[src/rtl/cmu_pkg.sv]
package cmu_pkg;
  localparam int MODE_W = 4;

  typedef enum logic [MODE_W-1:0] {
    MD_OFF    = 4'b0000,
    MD_TOGGLE = 4'b0010,
    MD_SET    = 4'b1000,
    MD_CLR    = 4'b1001,
    MD_SWI    = 4'b1010,
    MD_TRIG   = 4'b1011
  } cmu_mode_e;

  function automatic logic drives_pin(input logic [MODE_W-1:0] m);
    return (m == MD_TOGGLE) || (m == MD_SET) || (m == MD_CLR);
  endfunction

  function automatic logic raises_flag(input logic [MODE_W-1:0] m);
    return drives_pin(m) || (m == MD_SWI) || (m == MD_TRIG);
  endfunction
endpackage

[src/rtl/cmu_timer.sv]
module cmu_timer #(
  parameter int TMR_W = 16
) (
  input  logic             clk,
  input  logic             rst,
  input  logic             tick_i,
  input  logic             trig_match_i,
  input  logic             cmp_wr_i,
  output logic [TMR_W-1:0] tmr_o,
  output logic             ovf_o
);
  logic [TMR_W-1:0] tmr_q;
  logic [TMR_W:0]   sum;
  logic             pend_q;
  logic             ovf_q;

  assign sum = {1'b0, tmr_q} + {{TMR_W{1'b0}}, 1'b1};

  // deferred reset request from a special event trigger
  always_ff @(posedge clk) begin
    if (rst)               pend_q <= 1'b0;
    else if (cmp_wr_i)     pend_q <= 1'b0;
    else if (trig_match_i) pend_q <= 1'b1;
    else if (tick_i)       pend_q <= 1'b0;
  end

  always_ff @(posedge clk) begin
    if (rst) begin
      tmr_q <= '0;
      ovf_q <= 1'b0;
    end else begin
      ovf_q <= 1'b0;
      if (tick_i) begin
        if (pend_q && !cmp_wr_i) begin
          tmr_q <= '0;
        end else begin
          tmr_q <= sum[TMR_W-1:0];
          ovf_q <= sum[TMR_W];
        end
      end
    end
  end

  assign tmr_o = tmr_q;
  assign ovf_o = ovf_q;

  assert_hold_R2: assert property (@(posedge clk) disable iff (rst)
    !tick_i |=> $stable(tmr_q));

  assert_no_ovf_on_trig_R10: assert property (@(posedge clk) disable iff (rst)
    (tick_i && pend_q && !cmp_wr_i) |=> (tmr_q == '0 && !ovf_q));
endmodule

[src/rtl/cmu_detect.sv]
module cmu_detect #(
  parameter int TMR_W = 16
) (
  input  logic             clk,
  input  logic             rst,
  input  logic             tick_i,
  input  logic             cmp_wr_i,
  input  logic [TMR_W-1:0] cmp_d_i,
  input  logic [TMR_W-1:0] tmr_i,
  output logic             match_o
);
  logic [TMR_W-1:0] cmp_q;
  logic             armed_q;

  always_ff @(posedge clk) begin
    if (rst)           cmp_q <= '0;
    else if (cmp_wr_i) cmp_q <= cmp_d_i;
  end

  // one action per counter value: disarm on match, re-arm on new value
  always_ff @(posedge clk) begin
    if (rst)                     armed_q <= 1'b0;
    else if (tick_i || cmp_wr_i) armed_q <= 1'b1;
    else if (match_o)            armed_q <= 1'b0;
  end

  assign match_o = armed_q && (tmr_i == cmp_q);

  assert_single_hit_R3: assert property (@(posedge clk) disable iff (rst)
    (match_o && !tick_i && !cmp_wr_i) |=> !match_o);
endmodule

[src/rtl/cmu_action.sv]
module cmu_action
  import cmu_pkg::*;
(
  input  logic              clk,
  input  logic              rst,
  input  logic              mode_wr_i,
  input  logic [MODE_W-1:0] mode_d_i,
  input  logic              match_i,
  input  logic              adc_en_i,
  input  logic              flag_clr_i,
  output logic              trig_match_o,
  output logic              pin_o,
  output logic              oe_o,
  output logic              flag_o,
  output logic              trig_o,
  output logic              conv_o
);
  logic [MODE_W-1:0] mode_q;
  logic latch_q, oe_q, flag_q, trig_q, conv_q;

  always_ff @(posedge clk) begin
    if (rst)            mode_q <= MD_OFF;
    else if (mode_wr_i) mode_q <= mode_d_i;
  end

  assign trig_match_o = match_i && (mode_q == MD_TRIG);

  always_ff @(posedge clk) begin
    if (rst) begin
      latch_q <= 1'b0;
      oe_q    <= 1'b0;
      flag_q  <= 1'b0;
      trig_q  <= 1'b0;
      conv_q  <= 1'b0;
    end else begin
      oe_q   <= drives_pin(mode_q);
      trig_q <= trig_match_o;
      conv_q <= trig_match_o && adc_en_i;
      if (!drives_pin(mode_q)) begin
        latch_q <= 1'b0;
      end else if (match_i) begin
        case (mode_q)
          MD_TOGGLE: latch_q <= ~latch_q;
          MD_SET:    latch_q <= 1'b1;
          default:   latch_q <= 1'b0;
        endcase
      end
      if (match_i && raises_flag(mode_q)) flag_q <= 1'b1;
      else if (flag_clr_i)                flag_q <= 1'b0;
    end
  end

  assign pin_o  = latch_q;
  assign oe_o   = oe_q;
  assign flag_o = flag_q;
  assign trig_o = trig_q;
  assign conv_o = conv_q;

  assert_flag_set_R7: assert property (@(posedge clk) disable iff (rst)
    (match_i && raises_flag(mode_q)) |=> flag_q);

  assert_off_low_R6: assert property (@(posedge clk) disable iff (rst)
    !drives_pin(mode_q) |=> (!latch_q && !oe_q));

  assert_conv_with_trig_R9: assert property (@(posedge clk) disable iff (rst)
    conv_q |-> trig_q);
endmodule

[src/rtl/cmp_match_unit.sv]
module cmp_match_unit
  import cmu_pkg::*;
#(
  parameter int TMR_W = 16
) (
  input  logic             clk,
  input  logic             rst,
  input  logic             tick,
  input  logic             mode_wr,
  input  logic [3:0]       mode_d,
  input  logic             cmp_wr,
  input  logic [TMR_W-1:0] cmp_d,
  input  logic             adc_en,
  input  logic             flag_clr,
  output logic             pin_out,
  output logic             pin_oe,
  output logic             irq_flag,
  output logic             trig_out,
  output logic             conv_start,
  output logic [TMR_W-1:0] tmr_val,
  output logic             tmr_ovf
);
  logic [TMR_W-1:0] tmr;
  logic             match;
  logic             trig_match;

  cmu_timer #(.TMR_W(TMR_W)) u_timer (
    .clk(clk), .rst(rst), .tick_i(tick), .trig_match_i(trig_match),
    .cmp_wr_i(cmp_wr), .tmr_o(tmr), .ovf_o(tmr_ovf)
  );

  cmu_detect #(.TMR_W(TMR_W)) u_detect (
    .clk(clk), .rst(rst), .tick_i(tick), .cmp_wr_i(cmp_wr),
    .cmp_d_i(cmp_d), .tmr_i(tmr), .match_o(match)
  );

  cmu_action u_action (
    .clk(clk), .rst(rst), .mode_wr_i(mode_wr), .mode_d_i(mode_d),
    .match_i(match), .adc_en_i(adc_en), .flag_clr_i(flag_clr),
    .trig_match_o(trig_match), .pin_o(pin_out), .oe_o(pin_oe),
    .flag_o(irq_flag), .trig_o(trig_out), .conv_o(conv_start)
  );

  assign tmr_val = tmr;
endmodule

[config.mk]
export PLATFORM = sky130hd
export DESIGN_NAME = cmp_match_unit
export DESIGN_NICKNAME = d
export VERILOG_FILES = /design/src/rtl/cmu_pkg.sv /design/src/rtl/cmu_timer.sv /design/src/rtl/cmu_detect.sv /design/src/rtl/cmu_action.sv /design/src/rtl/cmp_match_unit.sv
export SDC_FILE = /design/constraint.sdc
export NUM_CORES = 1
export LEC_CHECK = 0
export BUFFER_PORTS_ARGS = -buffer_cell sky130_fd_sc_hd__clkbuf_2
export CORE_MARGIN = 2
export CORE_UTILIZATION = 40
export CTS_BUF_LIST = sky130_fd_sc_hd__clkbuf_16
export CTS_CLUSTER_DIAMETER = 80
export DETAILED_ROUTE_END_ITERATION = 8
export GPL_ROUTABILITY_DRIVEN = 0
export MAX_ROUTING_LAYER = met4
export PLACE_DENSITY = 0.61
export SETUP_SLACK_MARGIN = 0.3
export SKIP_LAST_GASP = 1
export SLEW_MARGIN = 20
export SYNTH_ARGS = -nofsm -noshare
export SYNTH_HDL_FRONTEND = slang
export SYNTH_HIERARCHICAL = 1
export SYNTH_SLANG_ARGS = --single-unit
[constraint.sdc]
create_clock -name clk -period 4.96 [get_ports clk]
set_input_delay 0.248 -clock clk [delete_from_list [all_inputs] [get_ports clk]]
set_output_delay 0.248 -clock clk [all_outputs]
set_load 0.05 [all_outputs]
* Yosys cells after proc, flatten, opt, wreduce, memory -nomap -nowiden *
Index checks and enable logic that the tools add are counted.

word-level totals
  flip-flop bits (word level) = 44
  bits in latches = 0
  bits in writable memories = 0
  memory bits (read-only) = 0
  logic and storage cells = 46
  memories = 0

cells by class
  add/sub/neg operators = 1
  $mul = 0
  divide/modulo/power cells = 0
  $lt $le $gt $ge = 0
  eq/ne operators = 6
  shifts and indexed selects = 0
  mux-type cells = 8
  bitwise operators = 3
  reduce and logical (&&, ||, !) cells = 17

operators with widths
  operator               count
  $add 16x1->17 const B  1
  $eq 16x16->1           1
  $eq 4x4->1 const B     4
  $mux 16                1
  $mux 1                 6
  $reduce_bool 2->1      3
  $logic_and 1x1->1      5
  $logic_or 1x1->1       5
  $eq 4x2->1 const B     1
  $reduce_or 2->1        2
  $not 1->1              3
  $reduce_or 3->1        1
  $pmux 1 s2             1
  $logic_not 1->1        1

* Longest topological paths before layout *
Gate-level depths: netlist of run 1.

  word-level depth = 7
  depth in mapped cells = 8
  depth with buffers taken out = 8

* Modules after synthesis *
Netlist of run 1, hierarchy kept.

by module, submodules not included
  module      instances  cells an instance  area each (um2)  sequential area each (um2)
  cmu_timer   1          89                 820.8            360.3
  cmu_detect  1          78                 784.5            340.3
  cmu_action  1          38                 357.8            180.2

* Least setup slack after synthesis of run 1 *
Ideal clock, no wire load.

  kind = register -> register
  from = register u_timer.tmr_q[2] (netlist: u_timer/tmr_o[2])
  to = register u_action.conv_q (netlist: u_action/conv_o)
  setup time = 0.059 ns
  arrival time = 1.964 ns
  data required time = 4.901 ns
  setup slack = 2.936 ns
  stages on the path, launching flop included = 8
  path buffers = 0
  period minus slack after synthesis = 2.024 ns
  path through = dfxtp_1 > xnor2_1 > nand4_1 > nor4_2 > and2_1 > nand2_1 > nor4_1 > and2_1

on the way
  word-level cells in the longest chain between the ends = 4

RTL lines
  item                    RTL line              text
  start, declared         cmu_timer.sv:12       logic [TMR_W-1:0] tmr_q;
  start signal, assigned  cmu_timer.sv:37       tmr_q <= sum[TMR_W-1:0];
  $eq 16x16->1            cmu_detect.sv:27      assign match_o = armed_q && (tmr_i == cmp_q);
  $logic_and 1x1->1       cmu_detect.sv:27
  net match               cmp_match_unit.sv:24  logic match;
  $logic_and 1x1->1       cmu_action.sv:26      assign trig_match_o = match_i && (mode_q == MD_TRIG);
  $logic_and 1x1->1       cmu_action.sv:38      conv_q <= trig_match_o && adc_en_i;
  end signal, assigned    cmu_action.sv:38
  end, declared           cmu_action.sv:19      logic latch_q, oe_q, flag_q, trig_q, conv_q;

The timed path passes the listed nets, and every way through them passes these cells.
A chain may end at the register's enable or synchronous reset.

* Worst setup path after layout of run 1 *
  from = register u_timer.tmr_q[8] (netlist: u_timer/tmr_o[8])
  to = register u_action.conv_q (netlist: u_action/conv_o)

The elaborated chain is that of the path after synthesis.

==> summary.txt, run 1 <==
Outcome
  • Outcome: finished clean

Clock tree
  • Clk slew on worst S/H paths: around 0.060 ns
  • Post-CTS Setup Bufs: 0
  • CTS Hold Buffers Added: 0
  • Clock buffer depth: 2
  • Root buffer cell: clkbuf_16
  • CTS sink cnt: between 40 and 50
  • CTS tree: built
  • CTS Buf Count: 5
  • # H-tree levels: 2
  • Clk_lat worst skew: about 0.28 ns
  • Post_cts resized: 0

Worst setup path
  • Kind of critical path: reg -> reg
  • CP startpoint kind: flip-flop
  • Critical Path AT: roughly 2.1 ns
  • Worst EP required: ~5.2 ns
  • Critical path capture point type: flip-flop
  • Worst r2r src: u_timer/tmr_o[8]
  • Crit Path Max Fanout: 6
  • Critical Path Start: u_timer/tmr_o[8]
  • Internal reg-to-reg setup slack: approximately 3.1 ns

Synthesis
  • Yosys warning count: 6
  • Count of cell types in the netlist: 35
  • Syn_nets: around 230
  • Post-synth EDFFs: 0
  • Register area share after synthesis: between 40% and 50%
  • Synthesized flop and latch total: 44
  • Synth async-reset ratio: 0%
  • Dominant synthesized flop cell: dfxtp_1
  • Syn Area/Cell: 9.576 sq um
  • Syn Std Cell Area: between 1500 and 2000 sq um
  • Mapped Cells: slightly above 200

Drt
  • DR vias: 1529
  • Vias per cell: 4.808
  • Post-route DRC: 0
  • Initial drt markers: 83
  • Post-route antenna net violation count: 0
  • WL/cell: between 10 and 15 um
  • First-pass DRT Iterations: 4
  • Routed WL: ~4.2 mm

STA
  • Worst slew pin tran: roughly 0.60 ns
  • Final Hold Vio Count: 0
  • Final period util: between 30% and 40%
  • RSZ-0062 raised after global routing: false
  • Final Max Slew Viols: 0
  • Fmax achieved: 531.5 MHz
  • Setup TNS: 0 ns
  • Setup-failing EPs final: 0
  • Min cycle time layout: between 1.5 and 2 ns
  • Worst slew margin: 59.88%
  • Clk_skew: around 0.0055 ns

Min path
  • Hold Startpoint: adc_en
  • Worst min path class: in -> reg

Place
  • Inst Count DP: approximately 310
  • DP HPWL: about 3.0 mm
  • Buffers on Ports: 48

Global routing
  • GRT Util Overall: between 10% and 20%
  • Largest net degree at the start of global routing: 30
  • Initial antenna violation count: 0
  • Vias in the first global route: ~1.4k
  • GR Overflow Total: 0
  • First-pass GRT wire length: slightly below 7 mm

Die
  • Die width: about 74 um
  • Core ar.: ~4700 sq um
  • Die Ht: ~74 um
  • Initial Util: between 40% and 50%
  • I/O Pins: 49
  • Die ar.: roughly 5500 sq um
  • Placement Rows: 25

Pwr
  • Worst vdd ir: around 0.22 mV
  • Total power per unit cell area: approximately 320 nW/um^2
  • Leakage power: about 0.99 nW

Layout
  • Fillers: about 460
  • Share of cells above drive strength 1: 24.70%
  • N_diodes: 0
  • Area delta synth->final: 20.84%
  • Final cell count without fillers: roughly 320
  • Final nets: about 280

Flow run
  • MaxCap Viol Count: 0
==> metal layers <==
| layer | vias to the layer above | share of wire, % | global-route usage [%] |
|---|---|---|---|
| li1 | 792 | - | - |
| met1 | 692 | 51 | 23.87 |
| met5 | - | 0 | - |
| met2 | 43 | 44 | 23.61 |
| met3 | 2 | 4.8 | 3.794 |
| met4 | 0 | 0.76 | 6.061 |
==> stage by stage <==
step | setup WS (ns) | hold WS [ns] | area (sq um) | util, % | total power, W
after floorplan | 2.936 | 0.3194 | 1963 | - | 0.0004353
after global placement | 3.107 | 0.4605 | 2238 | 47.39 | 0.0004558
after detailed placement | 3.100 | 0.4600 | 2238 | 47.39 | 0.0004564
after CTS | 3.079 | 0.1712 | 2372 | 50.23 | 0.0007605
after global routing | 2.893 | 0.1875 | 2372 | 50.23 | 0.0007830
final | 3.079 | 0.1736 | 2372 | 50.23 | 0.0007499
==> final timing paths <==
check,end,cells after the start
worst max-delay path,u_action/conv_o,7
worst min-delay path,u_action/conv_o,2
worst max register to register,u_action/conv_o,7
worst min register to register,u_action/flag_o,2
==> cell families after synthesis <==
group / count (synthesis) / synth area share (%)
flip-flops: 44 / 44.87
buffers and inverters: 14 / 3.441
XOR/XNOR: 28 / 12.49
AO/OA/AOI/OAI: 13 / 4.207
AND/OR/NAND/NOR: 84 / 23.65
adder cells (fa/ha/maj): 1 / 0.6372
multiplexers: 21 / 10.71
==> placed cells by master (no fill, tap or decap), types with 2 or more instances in the layout <==
cell type,count
clkbuf_2,48
nand4_2,2
nand3_1,3
xnor2_1,25
xor2_1,3
or3_1,2
nand4_1,6
dfxtp_1,44
inv_1,6
nor2_1,38
o21ai_0,3
a21oi_1,4
and2_1,2
nor3_1,7
nand2b_1,2
clkbuf_16,5
nor4_2,4
nor2b_1,3
mux2i_1,21
nand2_1,8
==> state kept, by name, summed over array words and instances (netlist names) <==
name and count:
u_action/oe_o 1, u_detect/cmp_q 16, u_action/mode_q 4, u_action/pin_o 1, u_timer/pend_q 1, u_action/conv_o 1
u_timer/tmr_o 16, u_timer/ovf_o 1, u_action/flag_o 1, u_detect/armed_q 1, u_action/trig_o 1
==> cells in the mapped netlist, drive strengths merged (3+ instances only) <==
library cell	count	area share [%]
xor2	3	1.3
nand2	8	1.5
o21ai	3	0.76
dfxtp	44	45
a21oi	4	1.0
nor2	38	7.3
mux2i	21	11
nor4	5	2.9
buf	6	1.9
nor2b	3	0.96
inv	5	0.96
clkbuf	3	0.57
nand3	3	0.76
nand4	9	4.3
xnor2	25	11
nor3	7	1.8
==> area by class of cell <==
cell class / instances / area (sq um) / area share [%]
flip-flops and latches: 44 / 880.8 / 37.13
inverters: 5 / 18.77 / 0.7911
repair buffers: 48 / 240.2 / 10.13
well taps: 67 / 83.83 / 3.534
multi-input cells: 147 / 1015 / 42.77
clock buffers: 5 / 125.1 / 5.274
clock inverters: 2 / 8.758 / 0.3692
==> power by group <==
group	total (W)	switching, W	internal (W)
combinational	0.0000689	0.0000374	0.0000315
clock	0.000302	0.000121	0.000181
sequential	0.000379	0.0000124	0.000367
==> critical path, stage by stage, from the launching register on <==
cell and delay [ns]:
dfxtp_1 0.48, xnor2_1 0.17, nand4_1 0.12, nor4_2 0.32, and2_1 0.20, nand2_1 0.09
nor4_1 0.27, and2_1 0.16
Power figures use the tool's default switching activity.
==> run 2: changes to the inputs <==
- clock period: 4.96 -> 1.9 ns (I/O delays scaled with it)
==> summary.txt, run 2 (synthesis results as in run 1) <==
Global routing
  • First-pass GRT wire length: 6.768 mm (-1.3%)
  • Initial antenna violation count: 0 (unchanged)
  • GRT Util Overall: 17.22% (+0.29 points)
  • GR Overflow Total: 0 (unchanged)
  • Largest net degree at the start of global routing: 19 (-37%)
  • Vias in the first global route: 1394 (-0.21%)

Clock tree
  • CTS Buf Count: 5 (unchanged)
  • Root buffer cell: clkbuf_16
  • # H-tree levels: 2 (unchanged)
  • CTS tree: built
  • CTS sink cnt: 44 (unchanged)
  • Clk slew on worst S/H paths: 0.06 ns (about the same)
  • Clock buffer depth: 2 (unchanged)
  • Clk_lat worst skew: 0.28 ns (about the same)

STA
  • Final period util: 84.73% (+47 points)
  • Final Max Slew Viols: 0 (unchanged)
  • Fmax achieved: 621.2 MHz (+17%)
  • RSZ-0062 raised after global routing: true
  • Worst slew pin tran: 0.3746 ns (-0.2272 ns)
  • Hold WS: 0.02021 ns (-0.1534 ns)
  • Final Hold Vio Count: 0 (unchanged)
  • Setup-failing EPs final: 0 (unchanged)
  • Clk_skew: 0.006810 ns (+0.001286 ns)
  • Min cycle time layout: 1.610 ns (-0.2716 ns)
  • Setup TNS: 0 ns (unchanged)
  • Worst slew margin: 75.03% (+15 points)

Worst setup path
  • Reg2reg path depth: 7 (unchanged)
  • Critical path capture point type: flip-flop
  • CP startpoint kind: flip-flop
  • Critical Path AT: 1.84 ns (-0.26 ns)
  • Worst EP required: 2.13 ns (-3.05 ns)
  • Kind of critical path: reg -> reg
  • Internal reg-to-reg setup slack: 0.29 ns (-2.79 ns)
  • Crit Path Max Fanout: 3 (-3)

Pwr
  • Leakage power: 1.114 nW (+13%)
  • Total power per unit cell area: 763.7 nW/um^2 (+140%)
  • Worst vdd ir: 0.3971 mV (+77%)

Layout
  • Final nets: 289 (+3.6%)
  • N_diodes: 0 (unchanged)
  • Most frequent cells in the layout: clkbuf_2 (48), nor2_1 (37), dfxtp_1 (23), mux2i_1 (21), xnor2_1 (19)
  • Fillers: 436 (-4.8%)
  • Area delta synth->final: 33.84%
  • Most common cell after layout, fill and taps aside: clkbuf_2
  • Share of cells above drive strength 1: 40.84% (+16 points)
  • Final cell count without fillers: 329 (+3.5%)

Drt
  • Initial drt markers: 156 (+88%)
  • Post-route antenna net violation count: 0 (unchanged)
  • Routed WL: 4.320 mm (+2.4%)
  • WL/cell: 13.13 um (-1.1%)
  • Metal-1 WL: 2.190 mm (+2.2%)
  • Metal3 WL: 188 um (-6.9%)
  • Wire length on met2: 1.891 mm (+2.7%)
  • DR vias: 1564 (+2.3%)
  • First-pass DRT Iterations: 4 (unchanged)
  • Vias per cell: 4.754 (-1.1%)
  • Highest Signal Layer: met4
  • Post-route DRC: 0 (unchanged)

Die
  • Core ar.: 4723 sq um (unchanged)
  • Placement Rows: 25 (unchanged)
  • Die ar.: 5484 sq um (unchanged)
  • I/O Pins: 49 (unchanged)
  • Die width: 74.06 um (unchanged)
  • Initial Util: 41.56% (unchanged)
  • Die Ht: 74.06 um (unchanged)

Flow run
  • MaxCap Viol Count: 0 (unchanged)

Place
  • Buffers on Ports: 48 (unchanged)
  • Inst Count DP: 314 (+0.96%)
  • DP HPWL: 3.142 mm (+3.2%)

Min path
  • Hold path depth: 2 (unchanged)
  • Worst min path class: in -> reg

Outcome
  • Outcome: finished clean
-- run 2: critical path, cell delays in order (launching register included) --
cell and delay [ns]:
dfxtp_4 0.35, xnor2_2 0.14, nand4_1 0.13, nor4_2 0.33
and2_4 0.22, nand2_4 0.06, nor4b_2 0.20, a311o_1 0.13
-- run 2: repair_timing --
action / CTS / global route
gates cloned: 0 / 0
setup buffers: 6 / 1
resized for setup: 13 / 8
endpoints found under the setup margin: 4 / 9
hold buffers: 0 / 0
pin swaps: 4 / 9
hold endpoints to repair: 0 / 0
-- run 2: path summary, 6_finish.rpt --
path | startpoint | endpoint
setup reg to reg | u_timer/tmr_o[1] | u_action/pin_o
hold reg to reg | u_action/flag_o | u_action/flag_o
setup / recovery | u_timer/tmr_o[1] | u_action/pin_o
hold / removal | adc_en | u_action/conv_o
-- run 2: report_power, final --
| part | total [W] | switching [W] | internal, W |
|---|---|---|---|
| combinational | 0.000203 | 0.000103 | 0.0000996 |
| clock | 0.000829 | 0.000345 | 0.000484 |
| sequential | 0.000975 | 0.0000364 | 0.000939 |
-- run 2: final cells by class --
class | count | area, sq um | share of cell area (%)
Multi-Input combinational cell | 147 | 1120 | 42.62
Sequential cell | 44 | 947.2 | 36.05
Timing Repair Buffer | 58 | 315.3 | 12.00
Clock buffer | 5 | 125.1 | 4.762
Tap cell | 67 | 83.83 | 3.190
Inverter | 5 | 18.77 | 0.7143
Clock inverter | 3 | 17.52 | 0.6667
-- run 2: metrics by stage --
| step | total power, W | cell area (sq um) | util, % | setup slack, ns |
|---|---|---|---|---|
| floorplan | 0.001119 | 2032 | - | 0.2782 |
| global placement | 0.001176 | 2330 | 49.32 | 0.1972 |
| detailed placement | 0.001178 | 2330 | 49.32 | 0.1999 |
| CTS | 0.002028 | 2579 | 54.60 | 0.2701 |
| global route | 0.002098 | 2628 | 55.63 | 0.1589 |
| finish | 0.002007 | 2628 | 55.63 | 0.2901 |
-- run 2: per-layer routing --
metal  track usage [%]  vias up
li1                  -      815
met2             24.11       38
met1             23.69      706
met3             4.878        5
met4             6.061        0
met5                 -        -
==> run 3: changes to the inputs <==
- clock period: 1.9 -> 1.7 ns (I/O delays scaled with it)
==> summary.txt, run 3 (synthesis results as in run 1) <==
STA
  • Final Max Slew Viols: 0 (unchanged)
  • Setup-failing EPs final: 0 (unchanged)
  • Hold WS: 0.01110 ns (-0.009107 ns)
  • Final worst setup slack: 0.03112 ns (-0.2590 ns)
  • Final period util: 98.17% (+13 points)
  • Clk_skew: 0.004428 ns (-0.002382 ns)
  • RSZ-0062 raised after global routing: true
  • Min cycle time layout: 1.669 ns (+0.05902 ns)
  • Final Hold Vio Count: 0 (unchanged)
  • Worst slew margin: 79.88% (+4.9 points)
  • Worst slew pin tran: 0.3018 ns (-0.07280 ns)
  • Fmax achieved: 599.2 MHz (-3.5%)

Drt
  • WL/cell: 13.53 um (+3.0%)
  • Vias per cell: 4.864 (+2.3%)
  • Initial drt markers: 108 (-31%)
  • DR vias: 1649 (+5.4%)
  • Post-route antenna net violation count: 0 (unchanged)
  • Routed WL: 4.587 mm (+6.2%)
  • First-pass DRT Iterations: 4 (unchanged)
  • Post-route DRC: 0 (unchanged)

Worst setup path
  • Crit Path Max Fanout: 3 (unchanged)
  • CP startpoint kind: flip-flop
  • Worst r2r src: u_detect/cmp_q[5]
  • Critical path capture point type: flip-flop
  • Kind of critical path: reg -> reg
  • Critical R2R Capture: u_action/pin_o
  • Internal reg-to-reg setup slack: 0.03 ns (-0.26 ns)
  • Worst EP required: 1.93 ns (-0.20 ns)
  • Reg2reg path depth: 7 (unchanged)
  • Critical Path AT: 1.90 ns (+0.06 ns)

Die
  • Placement Rows: 25 (unchanged)
  • Die Ht: 74.06 um (unchanged)
  • Core ar.: 4723 sq um (unchanged)
  • Initial Util: 41.56% (unchanged)
  • I/O Pins: 49 (unchanged)
  • Die ar.: 5484 sq um (unchanged)
  • Die width: 74.06 um (unchanged)

Clock tree
  • CTS tree: built
  • Clock buffer depth: 2 (unchanged)
  • # H-tree levels: 2 (unchanged)
  • CTS Hold Buffers Added: 0 (unchanged)
  • CTS sink cnt: 44 (unchanged)
  • Root buffer cell: clkbuf_16
  • Clk_lat worst skew: 0.28 ns (about the same)
  • CTS Buf Count: 5 (unchanged)
  • Clk slew on worst S/H paths: 0.06 ns (about the same)

Outcome
  • Outcome: finished clean

Global routing
  • Largest net degree at the start of global routing: 22 (+3)
  • Initial antenna violation count: 0 (unchanged)
  • Vias in the first global route: 1502 (+7.7%)
  • GR Overflow Total: 0 (unchanged)
  • GRT Util Overall: 18.24% (+1.0 points)
  • First-pass GRT wire length: 7.182 mm (+6.1%)

Place
  • Pre-CTS WS: -0.006842 ns (-0.2068 ns)
  • Buffers on Ports: 48 (unchanged)
  • DP HPWL: 3.347 mm (+6.5%)

Layout
  • Most frequent cells in the layout: clkbuf_2 (48), nor2_1 (37), mux2i_1 (21), buf_4 (20), dfxtp_1 (19)
  • N_diodes: 0 (unchanged)
  • Share of cells above drive strength 1: 46.69% (+5.9 points)
  • Most common cell after layout, fill and taps aside: clkbuf_2
  • Area delta synth->final: 42.45%
  • Fillers: 400 (-8.3%)
  • Final nets: 299 (+3.5%)
  • Multi-input gate area: 1212 sq um (+8.3%)
  • Area occupied by registers: 952.2 sq um (+0.53%)

Pwr
  • Total power per unit cell area: 802.5 nW/um^2 (+5.1%)
  • P_sw: 0.0005401 W (+12%)
  • Leakage power: 1.223 nW (+9.8%)
  • Combinational share of power: 10.9% (+0.8 points)
  • Worst vdd ir: 0.5512 mV (+39%)
  • Int Pwr: 0.001704 W (+12%)
  • Clock share of power: 40.5% (-0.8 points)
  • Sw Share: 24.07% (-0.068 points)
  • Sequential power share: 48.6% (about the same)

Min path
  • Hold Startpoint: adc_en
  • Hold path depth: 2 (unchanged)
  • Worst min path class: in -> reg
  • Hold worst-path end: u_action/conv_o

Flow run
  • MaxCap Viol Count: 0 (unchanged)
-- run 3: critical path, cell delays in order (launching register included) --
cell and delay, ns:
dfxtp_2 0.34, xnor2_2 0.15, nand4_1 0.14, nor4_2 0.35, and2_4 0.23, nand2_4 0.07, nor4b_2 0.21, a311o_1 0.13
-- run 3: per-layer routing --
layer	vias to the layer above	GRT usage [%]	wire, um
met4	0	8.485	45
met3	5	3.252	193
met5	-	-	0
met1	776	24.58	2208
met2	40	26.49	2138
li1	828	-	-
-- run 3: stage by stage --
stage | util, % | instance area [sq um] | setup TNS [ns] | power [W] | cells
2_1_floorplan | - | 2038 | 0 | 0.001251 | 205
3_3_place_gp | 51.21 | 2419 | 0 | 0.001327 | 325
3_5_place_dp | 51.21 | 2419 | -0.006842 | 0.001330 | 325
4_1_cts | 55.92 | 2641 | 0 | 0.002248 | 336
5_1_grt | 59.21 | 2796 | -0.09662 | 0.002328 | 339
6_report | 59.21 | 2796 | 0 | 0.002244 | 339
-- run 3: final cells by class --
class / count / share of cell area [%]
Multi-Input combinational cell: 147 / 43.36
Timing Repair Buffer: 68 / 13.96
Clock inverter: 3 / 0.4922
Inverter: 5 / 0.6711
Sequential cell: 44 / 34.05
Clock buffer: 5 / 4.474
Tap cell: 67 / 2.998
-- run 3: what timing repair did --
item / CTS / global route
setup buffers: 3 / 3
pin swaps: 8 / 6
resized for setup: 11 / 25
setup endpoints to repair: 12 / 17
-- run 3: power groups by stage --
stage          sequential (W)  clock, W  combinational, W
6_report              0.00109  0.000908          0.000244
5_1_grt               0.00110  0.000964          0.000269
4_1_cts               0.00108  0.000930          0.000235
3_5_place_dp          0.00110         0          0.000226
3_3_place_gp          0.00110         0          0.000224
2_1_floorplan         0.00112         0          0.000129
-- run 3: worst max path at each step --
stage                      startpoint              to  slack [ns]  cells past startpoint
global placement    u_timer/tmr_o[15]  u_action/pin_o        0.03                      7
CTS                 u_timer/tmr_o[14]  u_action/pin_o        0.03                      7
floorplan            u_timer/tmr_o[1]  u_action/pin_o        0.07                      7
finish              u_detect/cmp_q[5]  u_action/pin_o        0.03                      7
global route         u_timer/tmr_o[4]  u_action/pin_o       -0.04                      7
detailed placement  u_timer/tmr_o[15]  u_timer/pend_q      -0.007                      8
